[src/rtl/mmu_ctl_pkg.sv]
package mmu_ctl_pkg;

  // Register byte offsets
  localparam logic [7:0] OFF_VERSION = 8'h00;
  localparam logic [7:0] OFF_SYSCFG  = 8'h10;
  localparam logic [7:0] OFF_SYSSTAT = 8'h14;
  localparam logic [7:0] OFF_IRQST   = 8'h18;
  localparam logic [7:0] OFF_IRQEN   = 8'h1C;
  localparam logic [7:0] OFF_CTRL    = 8'h44;
  localparam logic [7:0] OFF_FADDR   = 8'h48;
  localparam logic [7:0] OFF_TTB     = 8'h4C;

  // System configuration bit positions
  localparam int SC_AUTOIDLE = 0;
  localparam int SC_SRST     = 1;
  localparam int SC_IDLE_LO  = 3;

  // Control bit positions
  localparam int CT_MMU  = 1;
  localparam int CT_WALK = 2;
  localparam int CT_EMU  = 3;

  typedef enum logic [1:0] {
    IDLE_FORCE = 2'd0,
    IDLE_NONE  = 2'd1,
    IDLE_SMART = 2'd2
  } idle_mode_e;

  typedef enum logic [3:0] {
    SEL_NONE,
    SEL_VERSION,
    SEL_SYSCFG,
    SEL_SYSSTAT,
    SEL_IRQST,
    SEL_IRQEN,
    SEL_CTRL,
    SEL_FADDR,
    SEL_TTB
  } reg_sel_e;

endpackage

[src/rtl/mmu_ctl_decode.sv]
module mmu_ctl_decode
  import mmu_ctl_pkg::*;
#(
  parameter int ADDR_W = 8
) (
  input  logic [ADDR_W-1:0] addr,
  output reg_sel_e          sel
);

  always_comb begin
    sel = SEL_NONE;
    if (addr == ADDR_W'(OFF_VERSION)) sel = SEL_VERSION;
    if (addr == ADDR_W'(OFF_SYSCFG))  sel = SEL_SYSCFG;
    if (addr == ADDR_W'(OFF_SYSSTAT)) sel = SEL_SYSSTAT;
    if (addr == ADDR_W'(OFF_IRQST))   sel = SEL_IRQST;
    if (addr == ADDR_W'(OFF_IRQEN))   sel = SEL_IRQEN;
    if (addr == ADDR_W'(OFF_CTRL))    sel = SEL_CTRL;
    if (addr == ADDR_W'(OFF_FADDR))   sel = SEL_FADDR;
    if (addr == ADDR_W'(OFF_TTB))     sel = SEL_TTB;
  end

endmodule

[src/rtl/mmu_ctl_srst.sv]
module mmu_ctl_srst #(
  parameter int RST_CYCLES = 4
) (
  input  logic clk,
  input  logic rst_n,
  input  logic start,
  output logic busy,
  output logic done
);

  localparam int CNT_W = $clog2(RST_CYCLES + 1);

  logic [CNT_W-1:0] cnt_q;
  logic             busy_q;

  always_ff @(posedge clk or negedge rst_n) begin
    if (!rst_n) begin
      busy_q <= 1'b0;
      cnt_q  <= '0;
    end else if (!busy_q) begin
      if (start) begin
        busy_q <= 1'b1;
        cnt_q  <= CNT_W'(RST_CYCLES - 1);
      end
    end else if (cnt_q == '0) begin
      busy_q <= 1'b0;
    end else begin
      cnt_q <= cnt_q - 1'b1;
    end
  end

  assign busy = busy_q;
  assign done = busy_q && (cnt_q == '0);

endmodule

[src/rtl/mmu_ctl_fault.sv]
module mmu_ctl_fault #(
  parameter int NUM_SRC = 5,
  parameter int DATA_W  = 32
) (
  input  logic               clk,
  input  logic               rst_n,
  input  logic               clr,
  input  logic               ev_valid,
  input  logic [NUM_SRC-1:0] ev_src,
  input  logic [DATA_W-1:0]  ev_addr,
  input  logic               en_we,
  input  logic               w1c_we,
  input  logic [NUM_SRC-1:0] wdata,
  output logic [NUM_SRC-1:0] status,
  output logic [NUM_SRC-1:0] enable,
  output logic [DATA_W-1:0]  fault_addr,
  output logic               irq
);

  logic [NUM_SRC-1:0] st_q;
  logic [NUM_SRC-1:0] en_q;
  logic [DATA_W-1:0]  fa_q;
  logic               pending;

  assign pending = |(st_q & en_q);

  for (genvar i = 0; i < NUM_SRC; i++) begin : g_src
    // a new event wins over a same-edge clear
    always_ff @(posedge clk or negedge rst_n) begin
      if (!rst_n)                      st_q[i] <= 1'b0;
      else if (clr)                    st_q[i] <= 1'b0;
      else if (ev_valid && ev_src[i])  st_q[i] <= 1'b1;
      else if (w1c_we && wdata[i])     st_q[i] <= 1'b0;
    end
  end

  always_ff @(posedge clk or negedge rst_n) begin
    if (!rst_n)     en_q <= '0;
    else if (clr)   en_q <= '0;
    else if (en_we) en_q <= wdata;
  end

  always_ff @(posedge clk or negedge rst_n) begin
    if (!rst_n)                                    fa_q <= '0;
    else if (clr)                                  fa_q <= '0;
    else if (ev_valid && (|ev_src) && !pending)    fa_q <= ev_addr;
  end

  assign status     = st_q;
  assign enable     = en_q;
  assign fault_addr = fa_q;
  assign irq        = pending;

endmodule

[src/rtl/mmu_ctl_cfg.sv]
module mmu_ctl_cfg
  import mmu_ctl_pkg::*;
#(
  parameter int DATA_W    = 32,
  parameter int ALIGN_W   = 14
) (
  input  logic              clk,
  input  logic              rst_n,
  input  logic              clr,
  input  logic              syscfg_we,
  input  logic              ctrl_we,
  input  logic              ttb_we,
  input  logic [DATA_W-1:0] wdata,
  output idle_mode_e        idle_mode,
  output logic              auto_idle,
  output logic [2:0]        ctrl_bits,
  output logic [DATA_W-1:0] ttb
);

  localparam int HI_W = DATA_W - ALIGN_W;

  logic [1:0]      idle_q;
  logic            aidle_q;
  logic [2:0]      ctrl_q;
  logic [HI_W-1:0] ttb_hi_q;
  logic            unused_wbits;

  always_ff @(posedge clk or negedge rst_n) begin
    if (!rst_n) begin
      idle_q  <= 2'd0;
      aidle_q <= 1'b0;
    end else if (clr) begin
      idle_q  <= 2'd0;
      aidle_q <= 1'b0;
    end else if (syscfg_we) begin
      idle_q  <= wdata[SC_IDLE_LO+1:SC_IDLE_LO];
      aidle_q <= wdata[SC_AUTOIDLE];
    end
  end

  always_ff @(posedge clk or negedge rst_n) begin
    if (!rst_n)       ctrl_q <= '0;
    else if (clr)     ctrl_q <= '0;
    else if (ctrl_we) ctrl_q <= wdata[CT_EMU:CT_MMU];
  end

  always_ff @(posedge clk or negedge rst_n) begin
    if (!rst_n)      ttb_hi_q <= '0;
    else if (clr)    ttb_hi_q <= '0;
    else if (ttb_we) ttb_hi_q <= wdata[DATA_W-1:ALIGN_W];
  end

  assign unused_wbits = ^wdata[ALIGN_W-1:SC_IDLE_LO+2];

  assign idle_mode = idle_mode_e'(idle_q);
  assign auto_idle = aidle_q;
  assign ctrl_bits = ctrl_q;
  assign ttb       = {ttb_hi_q, {ALIGN_W{1'b0}}};

endmodule

[src/rtl/mmu_ctl_regs.sv]
module mmu_ctl_regs
  import mmu_ctl_pkg::*;
#(
  parameter int ADDR_W     = 8,
  parameter int DATA_W     = 32,
  parameter int NUM_SRC    = 5,
  parameter int RST_CYCLES = 4,
  parameter int ALIGN_W    = 14,
  parameter int VER_MAJOR  = 1,
  parameter int VER_MINOR  = 1
) (
  input  logic               clk,
  input  logic               rst_n,
  input  logic               req_valid,
  output logic               req_ready,
  input  logic               req_write,
  input  logic [ADDR_W-1:0]  req_addr,
  input  logic [DATA_W-1:0]  req_wdata,
  output logic               rsp_valid,
  output logic [DATA_W-1:0]  rsp_rdata,
  input  logic               fault_valid,
  input  logic [NUM_SRC-1:0] fault_src,
  input  logic [DATA_W-1:0]  fault_addr,
  output logic               irq,
  output logic               mmu_en,
  output logic               walk_en,
  output logic               emu_tlb_mode,
  output logic [DATA_W-1:0]  ttb_addr,
  output logic [1:0]         idle_mode,
  output logic               auto_idle
);

  localparam logic [7:0] VERSION_VAL = {4'(VER_MAJOR), 4'(VER_MINOR)};

  reg_sel_e           sel;
  logic               acc, wr_acc, rd_acc;
  logic               srst_start, srst_busy, srst_done;
  logic [NUM_SRC-1:0] irq_status, irq_enable;
  logic [DATA_W-1:0]  fault_addr_q;
  logic [2:0]         ctrl_bits;
  idle_mode_e         idle_e;
  logic [DATA_W-1:0]  rd_mux;
  logic               rsp_valid_q;
  logic [DATA_W-1:0]  rsp_rdata_q;

  // reads always pass; writes wait out a soft reset
  assign req_ready  = !(srst_busy && req_write);
  assign acc        = req_valid && req_ready;
  assign wr_acc     = acc && req_write;
  assign rd_acc     = acc && !req_write;
  assign srst_start = wr_acc && (sel == SEL_SYSCFG) && req_wdata[SC_SRST];

  mmu_ctl_decode #(.ADDR_W(ADDR_W)) u_decode (
    .addr (req_addr),
    .sel  (sel)
  );

  mmu_ctl_srst #(.RST_CYCLES(RST_CYCLES)) u_srst (
    .clk   (clk),
    .rst_n (rst_n),
    .start (srst_start),
    .busy  (srst_busy),
    .done  (srst_done)
  );

  mmu_ctl_fault #(.NUM_SRC(NUM_SRC), .DATA_W(DATA_W)) u_fault (
    .clk        (clk),
    .rst_n      (rst_n),
    .clr        (srst_done),
    .ev_valid   (fault_valid && !srst_busy),
    .ev_src     (fault_src),
    .ev_addr    (fault_addr),
    .en_we      (wr_acc && (sel == SEL_IRQEN)),
    .w1c_we     (wr_acc && (sel == SEL_IRQST)),
    .wdata      (req_wdata[NUM_SRC-1:0]),
    .status     (irq_status),
    .enable     (irq_enable),
    .fault_addr (fault_addr_q),
    .irq        (irq)
  );

  mmu_ctl_cfg #(.DATA_W(DATA_W), .ALIGN_W(ALIGN_W)) u_cfg (
    .clk       (clk),
    .rst_n     (rst_n),
    .clr       (srst_done),
    .syscfg_we (wr_acc && (sel == SEL_SYSCFG)),
    .ctrl_we   (wr_acc && (sel == SEL_CTRL)),
    .ttb_we    (wr_acc && (sel == SEL_TTB)),
    .wdata     (req_wdata),
    .idle_mode (idle_e),
    .auto_idle (auto_idle),
    .ctrl_bits (ctrl_bits),
    .ttb       (ttb_addr)
  );

  always_comb begin
    rd_mux = '0;
    case (sel)
      SEL_VERSION: rd_mux[7:0] = VERSION_VAL;
      SEL_SYSCFG: begin
        rd_mux[SC_IDLE_LO+1:SC_IDLE_LO] = idle_e;
        rd_mux[SC_SRST]                 = srst_busy;
        rd_mux[SC_AUTOIDLE]             = auto_idle;
      end
      SEL_SYSSTAT: rd_mux[0]               = !srst_busy;
      SEL_IRQST:   rd_mux[NUM_SRC-1:0]     = irq_status;
      SEL_IRQEN:   rd_mux[NUM_SRC-1:0]     = irq_enable;
      SEL_CTRL:    rd_mux[CT_EMU:CT_MMU]   = ctrl_bits;
      SEL_FADDR:   rd_mux                  = fault_addr_q;
      SEL_TTB:     rd_mux                  = ttb_addr;
      default:     rd_mux                  = '0;
    endcase
  end

  always_ff @(posedge clk or negedge rst_n) begin
    if (!rst_n) begin
      rsp_valid_q <= 1'b0;
      rsp_rdata_q <= '0;
    end else begin
      rsp_valid_q <= rd_acc;
      if (rd_acc) rsp_rdata_q <= rd_mux;
    end
  end

  assign rsp_valid    = rsp_valid_q;
  assign rsp_rdata    = rsp_rdata_q;
  assign mmu_en       = ctrl_bits[0];
  assign walk_en      = ctrl_bits[1];
  assign emu_tlb_mode = ctrl_bits[2];
  assign idle_mode    = idle_e;

endmodule

[config.mk]
export PLATFORM = sky130hd
export DESIGN_NAME = mmu_ctl_regs
export DESIGN_NICKNAME = d
export VERILOG_FILES = /design/src/rtl/mmu_ctl_pkg.sv /design/src/rtl/mmu_ctl_decode.sv /design/src/rtl/mmu_ctl_srst.sv /design/src/rtl/mmu_ctl_fault.sv /design/src/rtl/mmu_ctl_cfg.sv /design/src/rtl/mmu_ctl_regs.sv
export SDC_FILE = /design/constraint.sdc
export NUM_CORES = 1
export LEC_CHECK = 0
export BUFFER_PORTS_ARGS = -buffer_cell sky130_fd_sc_hd__clkbuf_2
export CORE_MARGIN = 5
export CORE_UTILIZATION = 50
export CTS_CLUSTER_SIZE = 20
export DETAILED_ROUTE_END_ITERATION = 10
export GPL_TIMING_DRIVEN = 0
export PLACE_DENSITY = 0.79
export SYNTH_ARGS = -nofsm -noshare
export SYNTH_HDL_FRONTEND = slang
export SYNTH_SLANG_ARGS = --single-unit
[constraint.sdc]
create_clock -name clk -period 2.2 [get_ports clk]
set_clock_uncertainty 0.1 [all_clocks]
set_input_delay 0.22 -clock clk [delete_from_list [all_inputs] [get_ports clk]]
set_output_delay 0.22 -clock clk [all_outputs]
set_load 0.03 [all_outputs]
==> impl_metrics.py <==
metrics = {
    "synthesis": {
        "synthDistinctLibCells": 47,
        "synth-compound-area-share_pct": 12.7,
        "synth-xor-area-share_pct": 0.182,
        "synth_top_family_by_area": "simple AND/OR/NAND/NOR gates",
        "async_flop_share_pct": 100,
        "synthCells": 456,
        "yosysSeqAreaShare_pct": 53.5,
        "yosys_warnings": 0,
        "syn_avg_cell_area_um2": 10.6,
        "synthAdderAreaFrac_pct": 0.520,
        "synth_edf_count": 0,
        "synth_top_cell_by_area": "dfrtp_1",
        "yosysTopAreaCellShare_pct": 53.5,
        "ys.flop_type": "dfrtp_1",
        "muxShareOfSynthArea_pct": 10.0,
        "synthSimpleGateAreaFrac_pct": 13.8,
        "ys_ff_latch": 103,
        "synthTopCellsByArea": "dfrtp_1, mux2i_1, nand2_1",
        "netlist_area_mm2": 0.00482,
    },
    "flow_run": {
        "cap_violations": 0,
    },
    "placed_design": {
        "gp_congestion": 0.888,
        "io_buffers": 129,
        "hpwl_um": 9240,
        "dpl-instance-area_mm2": 0.00570,
    },
    "routing": {
        "avgViaCountPerCell": 5.31,
        "dr.pass1.iters": 6,
        "vias": 4256,
        "routedWlPerCell_um": 17.0,
        "initialDrtViolationCount": 269,
        "drtAntennaViolNets": 0,
        "drc_errors": 0,
        "wl_um": 13600,
    },
    "pwr": {
        "powerDensity_mw_per_mm2": 582,
        "p_leak_nw": 3.58,
        "power.total_w": 0.00377,
        "peakVddDrop_uv": 273,
    },
    "worst_setup_path": {
        "r2r_cells": 5,
        "path_max_fanout": 10,
        "required_ns": 2.38,
        "worstReg2RegStart": "u_fault.status[3]",
        "crit_path_start": "u_fault.status[3]",
        "rrSetupSlack_ns": 0.07,
        "startpoint_type": "flop",
        "crit_type": "flop to flop",
        "worstSetupEndpointType": "flop",
        "rr_endpoint": "u_fault.fault_addr[28]",
        "arrival_ns": 2.30,
    },
    "finish": {
        "nNetsFinal": 751,
        "finalInstanceArea_mm2": 0.00648,
        "final_cell_mix": "clkbuf_2, dfrtp_1, nand2_1",
        "final_layout_size_suffix_gt1_share_pct": 28.4,
        "layout_commonest_cell": "clkbuf_2",
        "diodes": 0,
        "area_growth_pct": 34.5,
    },
    "timing": {
        "slew_viol_final": 0,
        "layout_min_cycle_time_ns": 2.13,
        "max_freq_mhz": 471,
        "tightest_slew_ns": 0.746,
        "fin_crit_sh_pct": 96.6,
        "finalSetupViolCount": 0,
        "hold_violations": 0,
        "slew_headroom_pct": 49.9,
        "rsz0062_at_grt": "true",
    },
    "global_routing": {
        "grt_pass1_vias": 4553,
        "met2_usage_pct": 42.1,
        "grt_overflow": 0,
        "grt_first_pass_wirelength_um": 22200,
        "antenna_found_initial": 0,
        "grt_max_degree": 59,
        "busiest_layer": "met2",
        "grt_util_all_layers_pct": 24.2,
        "met3_usage_pct": 4.42,
        "use_met1_pct": 30.3,
    },
    "floorplan": {
        "ioPinCount": 155,
        "dieWidth_um": 108,
        "die_height_um": 108,
        "rows": 35,
        "die-area_mm2": 0.0117,
        "coreArea_mm2": 0.00933,
        "initial_core_util_pct": 51.6,
    },
    "worst_hold_path": {
        "hold_depth": 3,
        "hold_class": "input port to flop",
        "holdPathEnd": "u_fault.enable[0]",
        "min_from": "req_wdata[0]",
    },
    "run_status": {
        "status": "complete, no violations",
    },
    "clocking": {
        "clk_pin_slew_ns": 0.10,
        "clock_tree.root_cell": "clkbuf_8",
        "clockBufferDepth": 2,
        "cts_buffers": 9,
        "cts_tree": "done",
        "clock_sinks": 103,
        "cts_htree_levels": 3,
        "clock_latency_ns": 0.37,
    },
}
## stage by stage
stage	instances	util [%]	hold WS (ns)	setup slack [ns]	setup TNS, ns
after floorplan	469	-	-0.176	0.251	0
after global placement	727	60.8	0.321	-0.470	-52.18
after detailed placement	728	61.1	0.208	-0.180	-5.77
after CTS	802	69.3	0.0295	0.00942	0
after global routing	801	69.4	0.0508	-0.0261	-0.0487
final	801	69.4	0.0308	0.0747	0
## cell usage after synthesis (4+ instances only)
| library cell | number |
|---|---|
| nand3b_1 | 4 |
| a22oi_1 | 5 |
| a22o_1 | 11 |
| nor2b_1 | 4 |
| buf_2 | 5 |
| nand2_1 | 79 |
| dfrtp_1 | 103 |
| clkbuf_1 | 16 |
| mux2i_1 | 46 |
| buf_4 | 16 |
| a32o_1 | 5 |
| nor4_4 | 5 |
| inv_1 | 55 |
| o21ai_0 | 18 |
| nor2_1 | 18 |
| a222oi_1 | 20 |
## sequential cells by signal, indices dropped and copies added, names as in the netlist
| name | flops |
|---|---|
| u_cfg.ctrl_bits | 3 |
| u_fault.status | 5 |
| u_cfg.idle_mode | 2 |
| rsp_rdata | 32 |
| rsp_valid | 1 |
| u_fault.fault_addr | 32 |
| u_fault.enable | 5 |
| u_srst.busy | 1 |
| u_cfg.ttb_hi_q | 18 |
| u_srst.cnt_q | 3 |
| u_cfg.auto_idle | 1 |
## where the power goes
group	internal (W)	switching, W	total [W]	leakage (nW)
sequential	0.00199	0.0000620	0.00205	1.34
clock	0.000459	0.000694	0.00115	0.0952
combinational	0.000254	0.000310	0.000564	2.15
total	0.00270	0.00107	0.00377	3.58
## cell families (layout without fill, tap and decap cells)
logic type	after synthesis	in the layout
buf+inv	95	298
xor+xnor	1	1
fa+ha+maj	2	2
simple gates	129	129
compound gates	77	77
other cells	1	14
mux	48	48
flops	103	103
## final cells by class
class	count	area, µm²
multi-input combinational	271	1850
clock inverter	6	50.0
timing repair buffer	188	1250
tap	129	161
buffer	39	244
fill	702	2850
clock buffer	10	138
sequential	103	2580
inverter	55	206
## critical path: stages, from the launching register on
cell      delay (ns)
dfrtp_1         0.41
a222oi_1        0.37
nand2_1         0.14
nor2_2          0.37
clkbuf_4        0.36
mux2i_1         0.28
## repair_timing
action                                  in CTS  in global routing
gates resized for setup                      1                 13
endpoints found under the setup margin      41                 50
pin swaps                                    1                  0
hold buffers                                56                  0
endpoints found under the hold margin      100                  0
setup buffers                                2                  0
## routing by layer
layer | part of all wire, % | vias to the layer above
li1 | - | 1968
met1 | 40 | 2069
met2 | 50 | 194
met3 | 7.8 | 25
met4 | 2.2 | 0
met5 | 0 | -
## how the worst max path moves through the flow
stage / to / slack, ns / cells past startpoint
3_5_place_dp: rsp_rdata[27] / -0.18 / 7
6_report: u_fault.fault_addr[28] / 0.07 / 5
5_1_grt: u_fault.fault_addr[28] / -0.03 / 5
3_3_place_gp: u_fault.fault_addr[14] / -0.47 / 1
2_1_floorplan: u_fault.fault_addr[10] / 0.25 / 5
4_1_cts: u_cfg.ttb_hi_q[11] / 0.009 / 7
Power figures use the tool's default switching activity.
